File: src/rtl/pwRxPkg.sv
package pwRxPkg;

  localparam logic [7:0] STAT_STUCK    = 8'hFF;
  localparam logic [7:0] STAT_OVERFLOW = 8'hFE;

  typedef enum logic [1:0] {
    ST_IDLE,
    ST_WAIT,
    ST_LOW,
    ST_HIGH
  } rxState_t;

  // strobes issued by control, acted on by the datapath
  typedef struct packed {
    logic clrFrame;
    logic clrStart;
    logic incStart;
    logic loadLow;
    logic incLow;
    logic loadHigh;
    logic incHigh;
    logic takeBit;
    logic endCount;
    logic endStuck;
    logic endOverflow;
  } rxStrobes_t;

endpackage

File: src/rtl/pwRxSync.sv
module pwRxSync #(
  parameter int STAGES = 2
) (
  input  logic clk,
  input  logic rstN,
  input  logic d,
  output logic q
);
  logic [STAGES-1:0] chain;

  generate
    if (STAGES == 1) begin : g_one
      always_ff @(posedge clk or negedge rstN) begin
        if (!rstN) chain <= '1;
        else       chain <= d;
      end
    end else begin : g_many
      always_ff @(posedge clk or negedge rstN) begin
        if (!rstN) chain <= '1;
        else       chain <= {chain[STAGES-2:0], d};
      end
    end
  endgenerate

  assign q = chain[STAGES-1];
endmodule

File: src/rtl/pwRxControl.sv
module pwRxControl
  import pwRxPkg::*;
(
  input  logic       clk,
  input  logic       rstN,
  input  logic       rxEnable,
  input  logic       lineS,
  input  logic       startExpired,
  input  logic       lowExpired,
  input  logic       highExpired,
  input  logic       byteDone,
  input  logic       atMax,
  output rxStrobes_t stb
);
  rxState_t state, stateNext;

  always_comb begin
    stb       = '0;
    stateNext = state;
    unique case (state)
      ST_IDLE: begin
        if (rxEnable) begin
          stb.clrFrame = 1'b1;
          stb.clrStart = 1'b1;
          stateNext    = ST_WAIT;
        end
      end
      ST_WAIT: begin
        if (!lineS) begin
          stb.loadLow = 1'b1;
          stateNext   = ST_LOW;
        end else if (startExpired) begin
          stb.endCount = 1'b1;
          stateNext    = ST_IDLE;
        end else begin
          stb.incStart = 1'b1;
        end
      end
      ST_LOW: begin
        if (lineS) begin
          stb.loadHigh = 1'b1;
          stateNext    = ST_HIGH;
        end else if (lowExpired) begin
          stb.endStuck = 1'b1;
          stateNext    = ST_IDLE;
        end else begin
          stb.incLow = 1'b1;
        end
      end
      ST_HIGH: begin
        if (!lineS) begin
          if (byteDone && atMax) begin
            stb.endOverflow = 1'b1;
            stateNext       = ST_IDLE;
          end else begin
            stb.takeBit = 1'b1;
            stb.loadLow = 1'b1;
            stateNext   = ST_LOW;
          end
        end else if (highExpired) begin
          stb.endCount = 1'b1;
          stateNext    = ST_IDLE;
        end else begin
          stb.incHigh = 1'b1;
        end
      end
      default: stateNext = ST_IDLE;
    endcase
  end

  always_ff @(posedge clk or negedge rstN) begin
    if (!rstN) state <= ST_IDLE;
    else       state <= stateNext;
  end


  enable_busy_ignored_chk: assert property (@(posedge clk) disable iff (!rstN)
    (state != ST_IDLE && rxEnable) |-> !stb.clrFrame);


  one_end_strobe_chk: assert property (@(posedge clk) disable iff (!rstN)
    $countones({stb.endCount, stb.endStuck, stb.endOverflow}) <= 1);
endmodule

File: src/rtl/pwRxDatapath.sv
module pwRxDatapath
  import pwRxPkg::*;
#(
  parameter int BIT_TIMEOUT   = 5000,
  parameter int START_TIMEOUT = 100000
) (
  input  logic       clk,
  input  logic       rstN,
  input  rxStrobes_t stb,
  input  logic [7:0] maxBytes,
  output logic       startExpired,
  output logic       lowExpired,
  output logic       highExpired,
  output logic       byteDone,
  output logic       atMax,
  output logic [7:0] rxByte,
  output logic       rxValid,
  output logic       rxDone,
  output logic [7:0] rxStatus
);
  localparam int BIT_W   = $clog2(BIT_TIMEOUT + 1);
  localparam int START_W = $clog2(START_TIMEOUT + 1);
  localparam logic [BIT_W-1:0]   BIT_LIM   = BIT_W'(BIT_TIMEOUT);
  localparam logic [START_W-1:0] START_LIM = START_W'(START_TIMEOUT);

  logic [BIT_W-1:0]   lowCnt, lowLen, highCnt;
  logic [START_W-1:0] startCnt;
  logic [7:0]         shiftReg, byteCount;
  logic [2:0]         bitCnt;
  logic               bitOne;
  logic [7:0]         shiftNext;

  assign startExpired = (startCnt >= START_LIM);
  assign lowExpired   = (lowCnt >= BIT_LIM);
  assign highExpired  = (highCnt >= BIT_LIM);
  assign byteDone     = (bitCnt == 3'd7);
  assign atMax        = (byteCount == maxBytes);
  assign bitOne       = (highCnt > lowLen);
  assign shiftNext    = {shiftReg[6:0], bitOne};

  // phase timers, saturating at their limits
  always_ff @(posedge clk or negedge rstN) begin
    if (!rstN) begin
      lowCnt   <= '0;
      lowLen   <= '0;
      highCnt  <= '0;
      startCnt <= '0;
    end else begin
      if (stb.loadLow)
        lowCnt <= BIT_W'(1);
      else if (stb.incLow && !lowExpired)
        lowCnt <= lowCnt + BIT_W'(1);

      if (stb.loadHigh) begin
        highCnt <= BIT_W'(1);
        lowLen  <= lowCnt;
      end else if (stb.incHigh && !highExpired)
        highCnt <= highCnt + BIT_W'(1);

      if (stb.clrStart)
        startCnt <= '0;
      else if (stb.incStart && !startExpired)
        startCnt <= startCnt + START_W'(1);
    end
  end

  // bit assembly, byte output and frame result
  always_ff @(posedge clk or negedge rstN) begin
    if (!rstN) begin
      shiftReg  <= '0;
      bitCnt    <= '0;
      byteCount <= '0;
      rxByte    <= '0;
      rxValid   <= 1'b0;
      rxDone    <= 1'b0;
      rxStatus  <= '0;
    end else begin
      rxValid <= 1'b0;
      rxDone  <= 1'b0;
      if (stb.clrFrame) begin
        shiftReg  <= '0;
        bitCnt    <= '0;
        byteCount <= '0;
      end else if (stb.takeBit) begin
        shiftReg <= shiftNext;
        bitCnt   <= bitCnt + 3'd1;
        if (byteDone) begin
          rxByte    <= shiftNext;
          rxValid   <= 1'b1;
          byteCount <= byteCount + 8'd1;
        end
      end
      if (stb.endCount) begin
        rxStatus <= byteCount;
        rxDone   <= 1'b1;
      end else if (stb.endStuck) begin
        rxStatus <= STAT_STUCK;
        rxDone   <= 1'b1;
      end else if (stb.endOverflow) begin
        rxStatus <= STAT_OVERFLOW;
        rxDone   <= 1'b1;
      end
    end
  end


  low_cnt_bound_chk: assert property (@(posedge clk) disable iff (!rstN)
    lowCnt <= BIT_LIM);


  high_cnt_bound_chk: assert property (@(posedge clk) disable iff (!rstN)
    highCnt <= BIT_LIM);


  done_pulse_chk: assert property (@(posedge clk) disable iff (!rstN)
    rxDone |=> !rxDone);


  valid_done_excl_chk: assert property (@(posedge clk) disable iff (!rstN)
    !(rxValid && rxDone));


  valid_within_max_chk: assert property (@(posedge clk) disable iff (!rstN)
    rxValid |-> (byteCount <= maxBytes));
endmodule

File: src/rtl/pwRx.sv
module pwRx
  import pwRxPkg::*;
#(
  parameter int BIT_TIMEOUT   = 5000,
  parameter int START_TIMEOUT = 100000,
  parameter int SYNC_STAGES   = 2
) (
  input  logic       clk,
  input  logic       rstN,
  input  logic       lineIn,
  input  logic       rxEnable,
  input  logic [7:0] maxBytes,
  output logic [7:0] rxByte,
  output logic       rxValid,
  output logic       rxDone,
  output logic [7:0] rxStatus
);
  logic       lineS;
  rxStrobes_t stb;
  logic       startExpired, lowExpired, highExpired, byteDone, atMax;

  pwRxSync #(.STAGES(SYNC_STAGES)) i_sync (
    .clk (clk),
    .rstN(rstN),
    .d   (lineIn),
    .q   (lineS)
  );

  pwRxControl i_ctrl (
    .clk         (clk),
    .rstN        (rstN),
    .rxEnable    (rxEnable),
    .lineS       (lineS),
    .startExpired(startExpired),
    .lowExpired  (lowExpired),
    .highExpired (highExpired),
    .byteDone    (byteDone),
    .atMax       (atMax),
    .stb         (stb)
  );

  pwRxDatapath #(
    .BIT_TIMEOUT  (BIT_TIMEOUT),
    .START_TIMEOUT(START_TIMEOUT)
  ) i_dp (
    .clk         (clk),
    .rstN        (rstN),
    .stb         (stb),
    .maxBytes    (maxBytes),
    .startExpired(startExpired),
    .lowExpired  (lowExpired),
    .highExpired (highExpired),
    .byteDone    (byteDone),
    .atMax       (atMax),
    .rxByte      (rxByte),
    .rxValid     (rxValid),
    .rxDone      (rxDone),
    .rxStatus    (rxStatus)
  );
endmodule

File: config.mk
export PLATFORM = sky130hd
export DESIGN_NAME = pwRx
export DESIGN_NICKNAME = d
export VERILOG_FILES = /design/src/rtl/pwRxPkg.sv /design/src/rtl/pwRxSync.sv /design/src/rtl/pwRxControl.sv /design/src/rtl/pwRxDatapath.sv /design/src/rtl/pwRx.sv
export SDC_FILE = /design/constraint.sdc
export NUM_CORES = 1
export LEC_CHECK = 0
export BUFFER_PORTS_ARGS = -buffer_cell sky130_fd_sc_hd__buf_2
export CAP_MARGIN = 0
export CORE_MARGIN = 5
export CORE_UTILIZATION = 65
export DETAILED_ROUTE_END_ITERATION = 16
export GPL_TIMING_DRIVEN = 0
export PLACE_DENSITY = 0.88
export REMOVE_ABC_BUFFERS = 1
export SETUP_SLACK_MARGIN = 0.02
export SLEW_MARGIN = 5
export SYNTH_ARGS = -nofsm -noshare
export SYNTH_HDL_FRONTEND = slang
export SYNTH_SLANG_ARGS = --single-unit
File: constraint.sdc
create_clock -name clk -period 3.4 [get_ports clk]
set_input_delay 0.17 -clock clk [delete_from_list [all_inputs] [get_ports clk]]
set_output_delay 0.17 -clock clk [all_outputs]
set_load 0.02 [all_outputs]
==> flow_summary.json <==
{
  "leakagePower_uw": 0.00252,
  "final_hold_viol_count": 0,
  "syn_avg_cell_area_um2": 9.87,
  "clk_pin_slew_ns": 0.09,
  "insertion_delay_ns": 0.37,
  "dpl_cell_area_mm2": 0.00512,
  "drive_above_1_share_pct": 13.6,
  "criticalPathCategory": "flop to flop",
  "setup.worst_path.start": "i_dp.bitCnt[0]$_DFFE_PN0P_",
  "layout_setup_ws_ns": 1.24,
  "dieArea_mm2": 0.00940,
  "cts_tree": "yes",
  "grt.overflow.total": 0,
  "synthSimpleGateAreaFrac_pct": 21.6,
  "yosys_warnings": 0,
  "maxCapViolCount": 0,
  "synthXorXnorAreaFrac_pct": 7.12,
  "design_area_mm2": 0.00537,
  "drtAntennaViolNets": 0,
  "dieWidth_um": 97.0,
  "status": "finished, final reports clean",
  "drt-wirelength-per-cell_um": 15.7,
  "dp_cells": 610,
  "first_global_vias": 3723,
  "port_buffers": 29,
  "area_delta_synth_final_pct": 9.19,
  "coreArea_mm2": 0.00729,
  "diodes": 0,
  "vias": 3582,
  "critical_path_peak_fanout": 16,
  "cts_setup_buffers": 0,
  "yosys-mux-area-fraction_pct": 3.03,
  "startpoint_type": "flop",
  "cp.required_ns": 3.66,
  "slew_headroom_pct": 33.7,
  "die_y_um": 97.0,
  "antenna_found_initial": 0,
  "final.setup_skew_ns": 0.00606,
  "cts_buffer_depth": 2,
  "period_minus_slack_ns": 2.16,
  "synthFlopType": "dfrtp_1",
  "grt_usage_pct": 22.5,
  "arrival_ns": 2.41,
  "yosys.area_share.adder_pct": 5.60,
  "synth_seq_area_share_pct": 48.9,
  "layout.nets": 558,
  "grt_first_pass_wirelength_um": 17500,
  "rsz0062_at_grt": "no",
  "synth_seq_cells": 96,
  "async_flop_share_pct": 100,
  "hold_path.class": "primary input to async pin",
  "route.detailed.drc": 0,
  "cts_buffers": 9,
  "synth_top_family_by_area": "simple AND/OR/NAND/NOR gates",
  "synth_compound_area_share_pct": 9.95,
  "peakVddDrop_mv": 0.326,
  "post-route-period-util_pct": 63.4,
  "place_hpwl_um": 6920,
  "pin_count": 30,
  "worstMarginPinSlew_ns": 0.994,
  "grt_max_degree": 59,
  "rows": 31,
  "setup_viol": 0,
  "fin_tns_setup_ns": 0,
  "synth_edf_count": 0,
  "timing.rr.start": "i_dp.bitCnt[0]$_DFFE_PN0P_",
  "pre_cts_slack_ns": 1.24,
  "drt-initial-drc-count": 209,
  "drv_slew": 0,
  "cts_sinks": 96,
  "p_per_area_mw_per_mm2": 581,
  "ys_types": 54,
  "rr_worst_depth": 7,
  "cts_htree_levels": 3,
  "cp-end-kind": "flop",
  "netlist_instances": 498,
  "initial_core_util_pct": 67.4,
  "fmax_ghz": 0.464,
  "final_cell_count_no_fill": 627,
  "drt_wl_total_um": 9830,
  "gp_congestion": 0.854,
  "syn_area_mm2": 0.00492,
  "clk_root_buffer_cell": "clkbuf_8",
  "drt-pass1-iter-count": 4,
  "viasPerCell": 5.71
}
[layout by cell type, fill, tap and decap left out, types with 4 or more instances in the layout]
cell and instances:
nand4_1 13, nand2b_1 5, mux2i_1 7, clkbuf_8 11
a21oi_1 18, ha_1 22, xor2_1 21, and3_1 4
mux2_2 6, o21ai_1 6, nand3_1 19, o21ai_0 29
buf_2 28, nor3_1 5, a31oi_1 4, dfrtp_1 94
nor2_1 70, and2_1 6, xnor2_1 19, inv_1 24
nand2_1 65
[cell usage after synthesis (2+ instances only)]
library cell  count  area [µm²]
dfrtp_1          94        2350
nor2_1           70         263
nand2_1          65         244
o21ai_0          29         145
inv_1            24        90.1
ha_1             22         275
xor2_1           21         184
nand3_1          19        95.1
xnor2_1          19         166
a21oi_1          18        90.1
nand4_1          13        81.3
clkbuf_1          9        33.8
mux2i_1           7        70.1
and2_1            6        37.5
mux2_2            6        67.6
o21ai_1           6        30.0
nand2b_1          5        31.3
nor3_1            5        25.0
a31oi_1           4        25.0
and3_1            4        25.0
buf_2             4        20.0
a21o_1            3        22.5
buf_6             3        33.8
nor4_2            3        37.5
nor4_4            3        63.8
a211oi_2          2        25.0
and2b_1           2        15.0
and4_1            2        17.5
dfstp_2           2        52.6
nor4_1            2        12.5
nor4b_1           2        17.5
or3_1             2        12.5
[per-stage QoR]
stage               hold WS, ns  total power (µW)  utilization [%]
global placement          0.278              2210             69.8
global route              0.366              3280             73.6
detailed placement        0.173              2280             70.2
floorplan                -0.126              2000                -
finish                    0.319              3120             73.6
CTS                       0.338              3130             73.6
[final timing paths]
check | end | slack, ns
worst max-delay path | i_dp.byteCount[5]$_DFFE_PN0P_ | 1.24
worst min-delay path | i_dp.highCnt[7]$_DFFE_PN0P_ | 0.32
worst max register to register | i_dp.byteCount[5]$_DFFE_PN0P_ | 1.24
worst min register to register | i_sync.chain[1]$_DFF_PN1_ | 0.36
max in group asynchronous | i_dp.byteCount[0]$_DFFE_PN0P_ | 2.45
min in group clk | i_sync.chain[1]$_DFF_PN1_ | 0.36
[worst max-delay path, cell delays in order, from the launching register on]
cell	delay, ns
dfrtp_1	0.39
ha_1	0.17
ha_1	0.28
nand2_1	0.14
a21oi_2	0.62
nand4_1	0.22
nand3_1	0.14
o21ai_1	0.08
[logic make-up (layout without fill, tap and decap cells)]
logic type / Yosys count / in the layout
AO/OA/AOI/OAI: 74 / 74
flip-flops: 96 / 96
adder cells (fa/ha/maj): 22 / 22
AND/OR/NAND/NOR: 211 / 211
multiplexers: 14 / 14
buffers and inverters: 41 / 71
XOR/XNOR: 40 / 40
[flip-flops by register name, summed over array words and instances (netlist names)]
register and flops:
i_ctrl.state 2, i_dp.bitCnt 3, i_dp.byteCount 8, i_dp.highCnt 13
i_dp.lowCnt 13, i_dp.lowLen 13, i_dp.rxByte 8, i_dp.rxDone 1
i_dp.rxStatus 8, i_dp.rxValid 1, i_dp.shiftReg 7, i_dp.startCnt 17
i_sync.chain 2
[what timing repair did]
action                    CTS  global route
gates resized for setup     0             0
hold buffers                2             0
hold endpoints to repair   37             0
[area by class of cell]
| type | count | area [µm²] |
|---|---|---|
| sequential | 96 | 2400 |
| multi-input combinational | 361 | 2330 |
| fill | 517 | 1920 |
| timing repair buffer | 32 | 195 |
| clock buffer | 11 | 151 |
| tap | 99 | 124 |
| inverter | 24 | 90.1 |
| clock inverter | 4 | 76.3 |
[power by group]
group / internal, µW / leakage [µW] / switching [µW]
clock network: 453 / 0.000112 / 398
registers: 1290 / 0.00129 / 147
logic: 291 / 0.00111 / 545
total: 2030 / 0.00252 / 1090
[per-layer routing]
layer | wire (µm) | vias to the layer above | global-route usage [%]
li1 | - | 1736 | -
met1 | 4260 | 1757 | 29.0
met2 | 5030 | 70 | 38.0
met3 | 324 | 19 | 3.74
met4 | 217 | 0 | 8.96
met5 | 0 | - | 0
Power figures use the tool's default switching activity.
